### src/rtl/spi_nvmem_slave.sv
module spi_nvmem_slave #(
  parameter int ADDR_W = 8
) (
  input  logic clk,
  input  logic rst_n,
  input  logic cs_n,
  input  logic sck,
  input  logic si,
  input  logic hold_n,
  input  logic wp_n,
  output logic so,
  output logic so_oe
);
  localparam int DEPTH = 1 << ADDR_W;

  typedef enum logic [2:0] {P_CMD, P_AH, P_AL, P_DATA, P_SRD, P_SWR, P_IDLE} phase_t;

  logic [4:0] s1, s2;
  always_ff @(posedge clk or negedge rst_n)
    if (!rst_n) begin
      s1 <= 5'b11001;
      s2 <= 5'b11001;
    end else begin
      s1 <= {wp_n, hold_n, si, sck, cs_n};
      s2 <= s1;
    end

  wire cs_s   = s2[0];
  wire sck_s  = s2[1];
  wire si_s   = s2[2];
  wire hold_s = s2[3];
  wire wp_s   = s2[4];

  logic sck_q;
  always_ff @(posedge clk or negedge rst_n)
    if (!rst_n) sck_q <= 1'b0;
    else        sck_q <= sck_s;

  wire active = !cs_s && hold_s;
  wire rise   = active && sck_s && !sck_q;
  wire fall   = active && !sck_s && sck_q;

  phase_t            phase;
  logic [6:0]        shreg;
  logic [2:0]        bitcnt;
  logic              rd_op;
  logic [ADDR_W-1:0] addr;
  logic [7:0]        obyte;
  logic              so_q;
  logic              wel, wpen, wel_clr;
  logic [1:0]        bp;
  logic              prot;
  logic [7:0]        mem [DEPTH];

  wire [7:0] din    = {shreg, si_s};
  wire       bdone  = rise && (bitcnt == 3'd7);
  wire [7:0] status = {wpen, 3'b000, bp, wel, 1'b0};
  wire [1:0] top    = addr[ADDR_W-1 -: 2];
  wire       sr_lock = wpen && !wp_s;
  wire       driving = (phase == P_SRD) || (phase == P_DATA && rd_op);

  always_comb
    case (bp)
      2'd0:    prot = 1'b0;
      2'd1:    prot = &top;
      2'd2:    prot = top[1];
      default: prot = 1'b1;
    endcase

  wire mem_we = bdone && phase == P_DATA && !rd_op && wel && !prot;

  always_ff @(posedge clk)
    if (mem_we) mem[addr] <= din;

  always_ff @(posedge clk or negedge rst_n)
    if (!rst_n) begin
      phase   <= P_CMD;
      shreg   <= '0;
      bitcnt  <= '0;
      rd_op   <= 1'b0;
      addr    <= '0;
      obyte   <= '0;
      so_q    <= 1'b0;
      wel     <= 1'b0;
      wel_clr <= 1'b0;
      wpen    <= 1'b0;
      bp      <= '0;
    end else if (cs_s) begin
      phase  <= P_CMD;
      bitcnt <= '0;
      if (wel_clr) begin
        wel     <= 1'b0;
        wel_clr <= 1'b0;
      end
    end else begin
      if (rise) begin
        shreg  <= din[6:0];
        bitcnt <= bitcnt + 3'd1;
      end
      if (fall && driving) so_q <= obyte[~bitcnt];
      if (bdone)
        case (phase)
          P_CMD:
            case (din)
              8'h06: begin wel <= 1'b1; phase <= P_IDLE; end
              8'h04: begin wel <= 1'b0; phase <= P_IDLE; end
              8'h05: begin obyte <= status; phase <= P_SRD; end
              8'h01: begin wel_clr <= 1'b1; phase <= P_SWR; end
              8'h03: begin rd_op <= 1'b1; phase <= P_AH; end
              8'h02: begin rd_op <= 1'b0; wel_clr <= 1'b1; phase <= P_AH; end
              default: phase <= P_IDLE;
            endcase
          P_AH: begin
            addr  <= ADDR_W'({addr, din});
            phase <= P_AL;
          end
          P_AL: begin
            if (rd_op) begin
              obyte <= mem[ADDR_W'({addr, din})];
              addr  <= ADDR_W'({addr, din}) + 1'b1;
            end else begin
              addr  <= ADDR_W'({addr, din});
            end
            phase <= P_DATA;
          end
          P_DATA: begin
            if (rd_op) obyte <= mem[addr];
            addr <= addr + 1'b1;
          end
          P_SRD: obyte <= status;
          P_SWR: begin
            if (!sr_lock) begin
              wpen <= din[7];
              bp   <= din[3:2];
            end
            phase <= P_IDLE;
          end
          default: ;
        endcase
    end

  assign so    = so_q;
  assign so_oe = active;
endmodule

### config.mk
export PLATFORM = sky130hd
export DESIGN_NAME = spi_nvmem_slave
export DESIGN_NICKNAME = d
export VERILOG_FILES = /design/src/rtl/spi_nvmem_slave.sv
export SDC_FILE = /design/constraint.sdc
export NUM_CORES = 2
export LEC_CHECK = 0
export CORE_UTILIZATION = 43
export DETAILED_ROUTE_END_ITERATION = 6
export GPL_ROUTABILITY_DRIVEN = 1
export HOLD_SLACK_MARGIN = 0.06
export MAX_ROUTING_LAYER = met4
export SLEW_MARGIN = 0
export SYNTH_ARGS = -nofsm -noshare
export SYNTH_HDL_FRONTEND = slang
export SYNTH_SLANG_ARGS = --single-unit
export TNS_END_PERCENT = 20
### constraint.sdc
create_clock -name clk -period 7.8 [get_ports clk]
set_clock_uncertainty 0.15 [all_clocks]
set_input_delay 0.78 -clock clk [delete_from_list [all_inputs] [get_ports clk]]
set_output_delay 0.78 -clock clk [all_outputs]
set_load 0.1 [all_outputs]
Word-level counts from Yosys, hierarchy flattened

Memory sizes are Yosys's and may differ from the RTL's.
Index checks and enable logic that the tools add are counted.

Register bits after elaboration: 47
RAM bits: 2048
Input bits: 7
Logic and storage cells: 110
Memories: 1

Memories:

| memory | words | width | rd ports | clocked after memory_dff | wr ports | line | text |
|---|---|---|---|---|---|---|---|
| mem    | 256   | 8     | 2        | 0                        | 1        | 53   | `logic [7:0] mem [DEPTH];` |

Add/subtract/negate cells: 3
$lt $le $gt $ge: 1
Equal/unequal tests: 18
Mux-type cells: 27
Bitwise gates (word level): 3
Reduce and logical (&&, ||, !) cells: 43

Operator list:

| operator                                                                     | number |
|---|---|
| 8-bit two-way mux                                                            | 4 |
| 8-bit one-hot mux with 4 select lines                                        | 1 |
| 8-bit by 3-bit == test with 1-bit output, second input constant              | 3 |
| 8-bit one-hot mux with 3 select lines                                        | 1 |
| 8-bit by 1-bit adder with 8-bit output, second input constant                | 2 |
| 8-bit by 2-bit == test with 1-bit output, second input constant              | 2 |
| 1-bit logical AND                                                            | 13 |
| 3-bit two-way mux                                                            | 4 |
| 3-bit one-hot mux with 4 select lines                                        | 1 |
| 4-bit AND reduction                                                          | 3 |
| 1-bit two-way mux                                                            | 11 |
| 2-bit nonzero test                                                           | 5 |
| 3-bit == test, second input constant                                         | 3 |
| 3-bit one-hot mux with 3 select lines                                        | 1 |
| 8-bit by 1-bit == test with 1-bit output, second input constant              | 1 |
| 2-bit AND reduction                                                          | 4 |
| 3-bit by 2-bit == test with 1-bit output, second input constant              | 2 |
| 1-bit logical NOT                                                            | 6 |
| 2-bit != test, second input constant                                         | 3 |
| 3-bit AND reduction                                                          | 2 |
| 6-bit AND reduction                                                          | 1 |
| 3-bit nonzero test                                                           | 2 |
| 5-bit nonzero test                                                           | 1 |
| 3-bit by 4-bit less-than comparator with 1-bit output, second input constant | 1 |
| 15 further kinds                                                             | 18 |

Depth between registers and ports, before layout

Depth in word-level cells: 11
Depth in mapped cells: 14
Mapped depth without buffers: 9

Worst setup path before layout

Ideal clock, no wire load.

Path type: reg2reg
Start: reg s2[2]
End: reg obyte[0]
Library setup time: 0.147 ns
Data arrival time: 6.121 ns
Required time: 7.503 ns
Path slack: 1.382 ns
Stages on the path, launching flop included: 11
Path buffers: 4
Clock period less this slack: 6.418 ns
Path through: dfrtp_1 -> buf_2 -> buf_2 -> buf_2 -> buf_2 -> mux4_2 -> mux4_2 -> a21oi_1 -> nor2_1 -> o21ai_0 -> o2111ai_1

Word-level cells in the longest chain between the ends: 3
Elaborated cells on any way between the ends: 6
Those cells by class: eq/ne (2); mux (2); reduce/logical (1); memory (1)

Ends and longest elaborated chain:

| what                                                                                  | line | text |
|---|---|---|
| from (decl)                                                                           | 18   | `logic [4:0] s1, s2;` |
| from (signal assigned)                                                                | 22   | `s2 <= 5'b11001;` |
| from (signal assigned)                                                                | 25   | `s2 <= s1;` |
| memory 256 x 8 bit / 8-bit by 3-bit == test with 1-bit output (equally long branches) | --   |  |
| 8-bit two-way mux / 2-bit != test (equally long branches)                             | --   |  |
| 8-bit one-hot mux with 4 select lines / 6-bit AND reduction (equally long branches)   | --   |  |
| to (signal assigned)                                                                  | 119  | `obyte <= mem[ADDR_W'({addr, din})];` |
| to (signal assigned)                                                                  | 127  | `if (rd_op) obyte <= mem[addr];` |
| to (signal assigned)                                                                  | 130  | `P_SRD: obyte <= status;` |
| to (decl)                                                                             | 48   | `logic [7:0] obyte;` |

Several ways; a longest one is shown, not always the timed one. The select of a mux whose other input is x is not followed.
A chain may end at the register's enable or synchronous reset.

Final worst setup path

Start: reg addr[0]
End: reg obyte[0]

Word-level cells in the longest chain between the ends: 3

Ends and longest elaborated chain:

| what                                  | line | text |
|---|---|---|
| from (decl)                           | 47   | `logic [ADDR_W-1:0] addr;` |
| from (signal assigned)                | 114  | `addr <= ADDR_W'({addr, din});` |
| from (signal assigned)                | 120  | `addr <= ADDR_W'({addr, din}) + 1'b1;` |
| from (signal assigned)                | 122  | `addr <= ADDR_W'({addr, din});` |
| memory 256 x 8 bit                    | --   |  |
| 8-bit two-way mux                     | 127  |  |
| 8-bit one-hot mux with 4 select lines | 102  | `case (phase)` |

Every way passes these cells. The select of a mux whose other input is x is not followed.

==> impl_metrics.py <==
metrics = {
    "synthesis": {
        "yosys.cell_types.count": 68,
        "ys_seq_area_frac": 0.638,
        "synth.ff_latch_count": 2095,
        "synth_edf_count": 2048,
        "synth_top_area_frac": 0.626,
        "synth.net_count": 5079,
        "synthCells": 5062,
        "syn_area_sq_um": 98300,
        "postSynthAreaPerCell_sq_um": 19.4,
        "synth.area.top_cells": "edfxtp_1, mux4_2, mux2i_1, nor2_1, dfrtp_1",
        "synth_top_cell_by_area": "edfxtp_1",
        "async_reset_ff_frac": 0.0224,
        "synth_top_flop_cell": "edfxtp_1",
        "yosysWarnings": 0,
    },
    "routing": {
        "route.final.wire_length_mm": 327,
        "detail_route.first_pass.iterations": 6,
        "dr.first_iter.drc_count": 8574,
        "post-route-drc-count": 0,
        "vias_per_cell": 6.85,
        "wire_per_inst_um": 39.4,
        "ant_nets_after_route": 0,
        "route.vias.total": 56900,
    },
    "floorplanning": {
        "die_h_um": 480,
        "fp.dieArea_sq_um": 230000,
        "die_width_um": 480,
        "top_level_ports": 9,
        "placeableCoreArea_sq_um": 227000,
        "initial_cell_density_of_the_core": 0.432,
        "placementRows": 175,
    },
    "timing": {
        "slew_headroom": 0.0659,
        "final.period_utilization": 0.699,
        "rsz0062_at_grt": "no",
        "timing_max_transition_violations_final": 0,
        "setup-tns-final_ns": 0,
        "hold_viol_final": 0,
        "setup_viol": 0,
        "maxClockFrequency_mhz": 183,
        "timing_worst_slew_pin_value_ns": 1.39,
        "finalWorstPathRequiredPeriod_ns": 5.45,
    },
    "setup_path": {
        "startpoint_type": "register",
        "cp_max_fo": 31,
        "worst-setup-path-type": "reg2reg",
        "worstPathArrival_ns": 6.04,
        "required_ns": 8.39,
        "crit_path_end_kind": "register",
    },
    "cts": {
        "ctsRootBufferMaster": "clkbuf_16",
        "clockBufferDepth": 3,
        "cts_inserted_buffers": 220,
        "worstSkewPairLatency_ns": 0.89,
        "cts.clk_slew.worst_paths_ns": 0.07,
        "clock_sinks": 2095,
        "tritoncts_clock_tree": "yes",
        "post-cts-setup-buffers": 0,
        "cts_htree_levels": 4,
        "holdBufCountCts": 1,
        "postCtsResizedCells": 0,
    },
    "layout": {
        "total_number_of_nets_in_the_final_design": 5097,
        "ff_latch_area_sq_um": 62700,
        "area_of_the_multi_input_gates_sq_um": 33600,
        "stdcell_area_sq_um": 109000,
        "syn2layout_area_growth_pct": 11.3,
        "drive_gt1_frac": 0.319,
        "final.fill_count": 18700,
    },
    "grt": {
        "grt_pass1_wl_mm": 454,
        "first_global_vias": 56300,
        "grt_overflow": 0,
        "grt_use_total": 0.293,
        "antenna_violations_before_repair": 18,
        "pin_count_of_the_biggest_net_entering_global_routing": 144,
    },
    "run_status": {
        "status": "finished clean",
    },
    "job": {
        "max-cap-violations": 0,
    },
    "place": {
        "placedInstanceArea_sq_um": 102000,
        "dp.final_hpwl_mm": 210,
        "io_buf_count": 8,
        "gp_routability_congestion": 1.01,
    },
    "pwr": {
        "leakage_uw": 0.0332,
        "powerDensity_nw_per_um2": 247,
        "vdd_drop_max_mv": 0.225,
    },
    "hold_path": {
        "hold_path_class": "in2async",
    },
}
placed cells by master (no fill, tap or decap), drive strengths merged, types with 8 or more instances in the layout:
master    instances
a22oi            85
nor2            339
o211ai           12
ha               10
buf             199
and2              8
nor3             34
a211oi           27
mux2i           247
a21oi            82
nand4            19
clkinvlp          8
o21ai            60
nor2b            26
o22ai            62
mux2             21
a221oi           17
edfxtp         2048
a22o             15
nand2           195
clkinv          111
diode            23
a31oi            18
o32ai             9
mux4           1085
clkbuf          271
inv              20
a311oi            9
o221ai           17
nand3            42
dfrtp            41
bufinv           22
nand2b           13
kinds of logic after synthesis:
kind of cell               synth area share
AOI/OAI and AO/OA                    0.0321
buffers and inverters                0.0212
DFF                                   0.638
adders and majority gates           0.00127
xor gates and xnor gates           0.000535
and+or+nand+nor                      0.0309
muxes                                 0.276
synthesized netlist by cell type, drive strengths merged, types with 7 or more instances:
| cell type | instances |
|---|---|
| o22ai | 62 |
| nor2b | 26 |
| a211oi | 27 |
| nand4 | 19 |
| nor2 | 339 |
| edfxtp | 2048 |
| inv | 17 |
| o2111ai | 7 |
| and2 | 8 |
| mux2i | 247 |
| nand2 | 195 |
| a21oi | 82 |
| a31oi | 18 |
| ha | 10 |
| a22oi | 85 |
| a311oi | 9 |
| mux2 | 21 |
| o21ai | 60 |
| o32ai | 9 |
| clkbuf | 137 |
| buf | 274 |
| dfrtp | 41 |
| nand3 | 42 |
| a22o | 15 |
| o211ai | 12 |
| nand2b | 13 |
| nor3 | 34 |
| a221oi | 17 |
| mux4 | 1085 |
| o221ai | 17 |
layer usage:
metal | track usage | up-vias | wire (um)
li1 | - | 21800 | -
met1 | 0.387 | 30700 | 126000
met2 | 0.419 | 3616 | 147000
met3 | 0.0820 | 837 | 35900
met4 | 0.139 | 0 | 18200
met5 | - | - | 0
critical path: stages, from the launching register on:
cell	delay, ns
dfrtp_4	0.92
buf_4	0.55
buf_4	0.52
mux4_2	0.58
mux2i_1	0.55
nor3_1	0.13
nor4_1	1.16
nand4_1	0.15
o311ai_0	0.38
o2111ai_1	0.17
report_power, final:
group / switching, uW / total (uW) / internal, uW
Clock: 4600 / 10600 / 5990
Sequential: 145 / 13000 / 12900
Combinational: 2340 / 3380 / 1040
final timing paths:
kind	endpoint	slack (ns)	start	depth (start not counted)
max in group asynchronous	addr[0]$_DFFE_PN0P_	6.38	rst_n	3
worst min-delay path	sck_q$_DFF_PN0_	0.13	rst_n	2
min in group clk	s1[0]$_DFF_PN1_	0.18	cs_n	1
worst min register to register	s2[0]$_DFF_PN1_	0.20	s1[0]$_DFF_PN1_	0
worst max register to register	obyte[0]$_DFFE_PN0P_	2.35	addr[0]$_DFFE_PN0P_	9
worst max-delay path	obyte[0]$_DFFE_PN0P_	2.35	addr[0]$_DFFE_PN0P_	9
cell type report:
type | count | share of cell area
Timing Repair Buffer | 207 | 0.0175
Antenna cell | 23 | 0.000526
Multi-Input combinational cell | 2538 | 0.307
Tap cell | 3009 | 0.0344
Inverter | 18 | 0.000686
Clock buffer | 271 | 0.0527
Clock inverter | 143 | 0.0133
Sequential cell | 2095 | 0.573
flip-flops by register name (all words and copies together) (netlist names):
name / count
shreg: 7
phase: 3
wel: 1
mem: 2048
so: 1
wpen: 1
s1: 5
addr: 8
s2: 5
bitcnt: 3
wel_clr: 1
rd_op: 1
bp: 2
obyte: 8
sck_q: 1
stage by stage:
stage | cells | util | power (uW) | setup slack [ns] | hold slack [ns]
detailed placement | 7865 | 0.449 | 16500 | 2.68 | 0.188
CTS | 8280 | 0.481 | 27000 | 2.65 | 0.0919
global placement | 7865 | 0.449 | 16500 | 2.61 | 0.194
floorplan | 5062 | - | 15200 | 1.38 | 0.181
finish | 8304 | 0.481 | 27000 | 2.35 | 0.133
global route | 8294 | 0.481 | 27500 | 2.28 | 0.130
No activity file was read; power rests on OpenSTA's default activity.
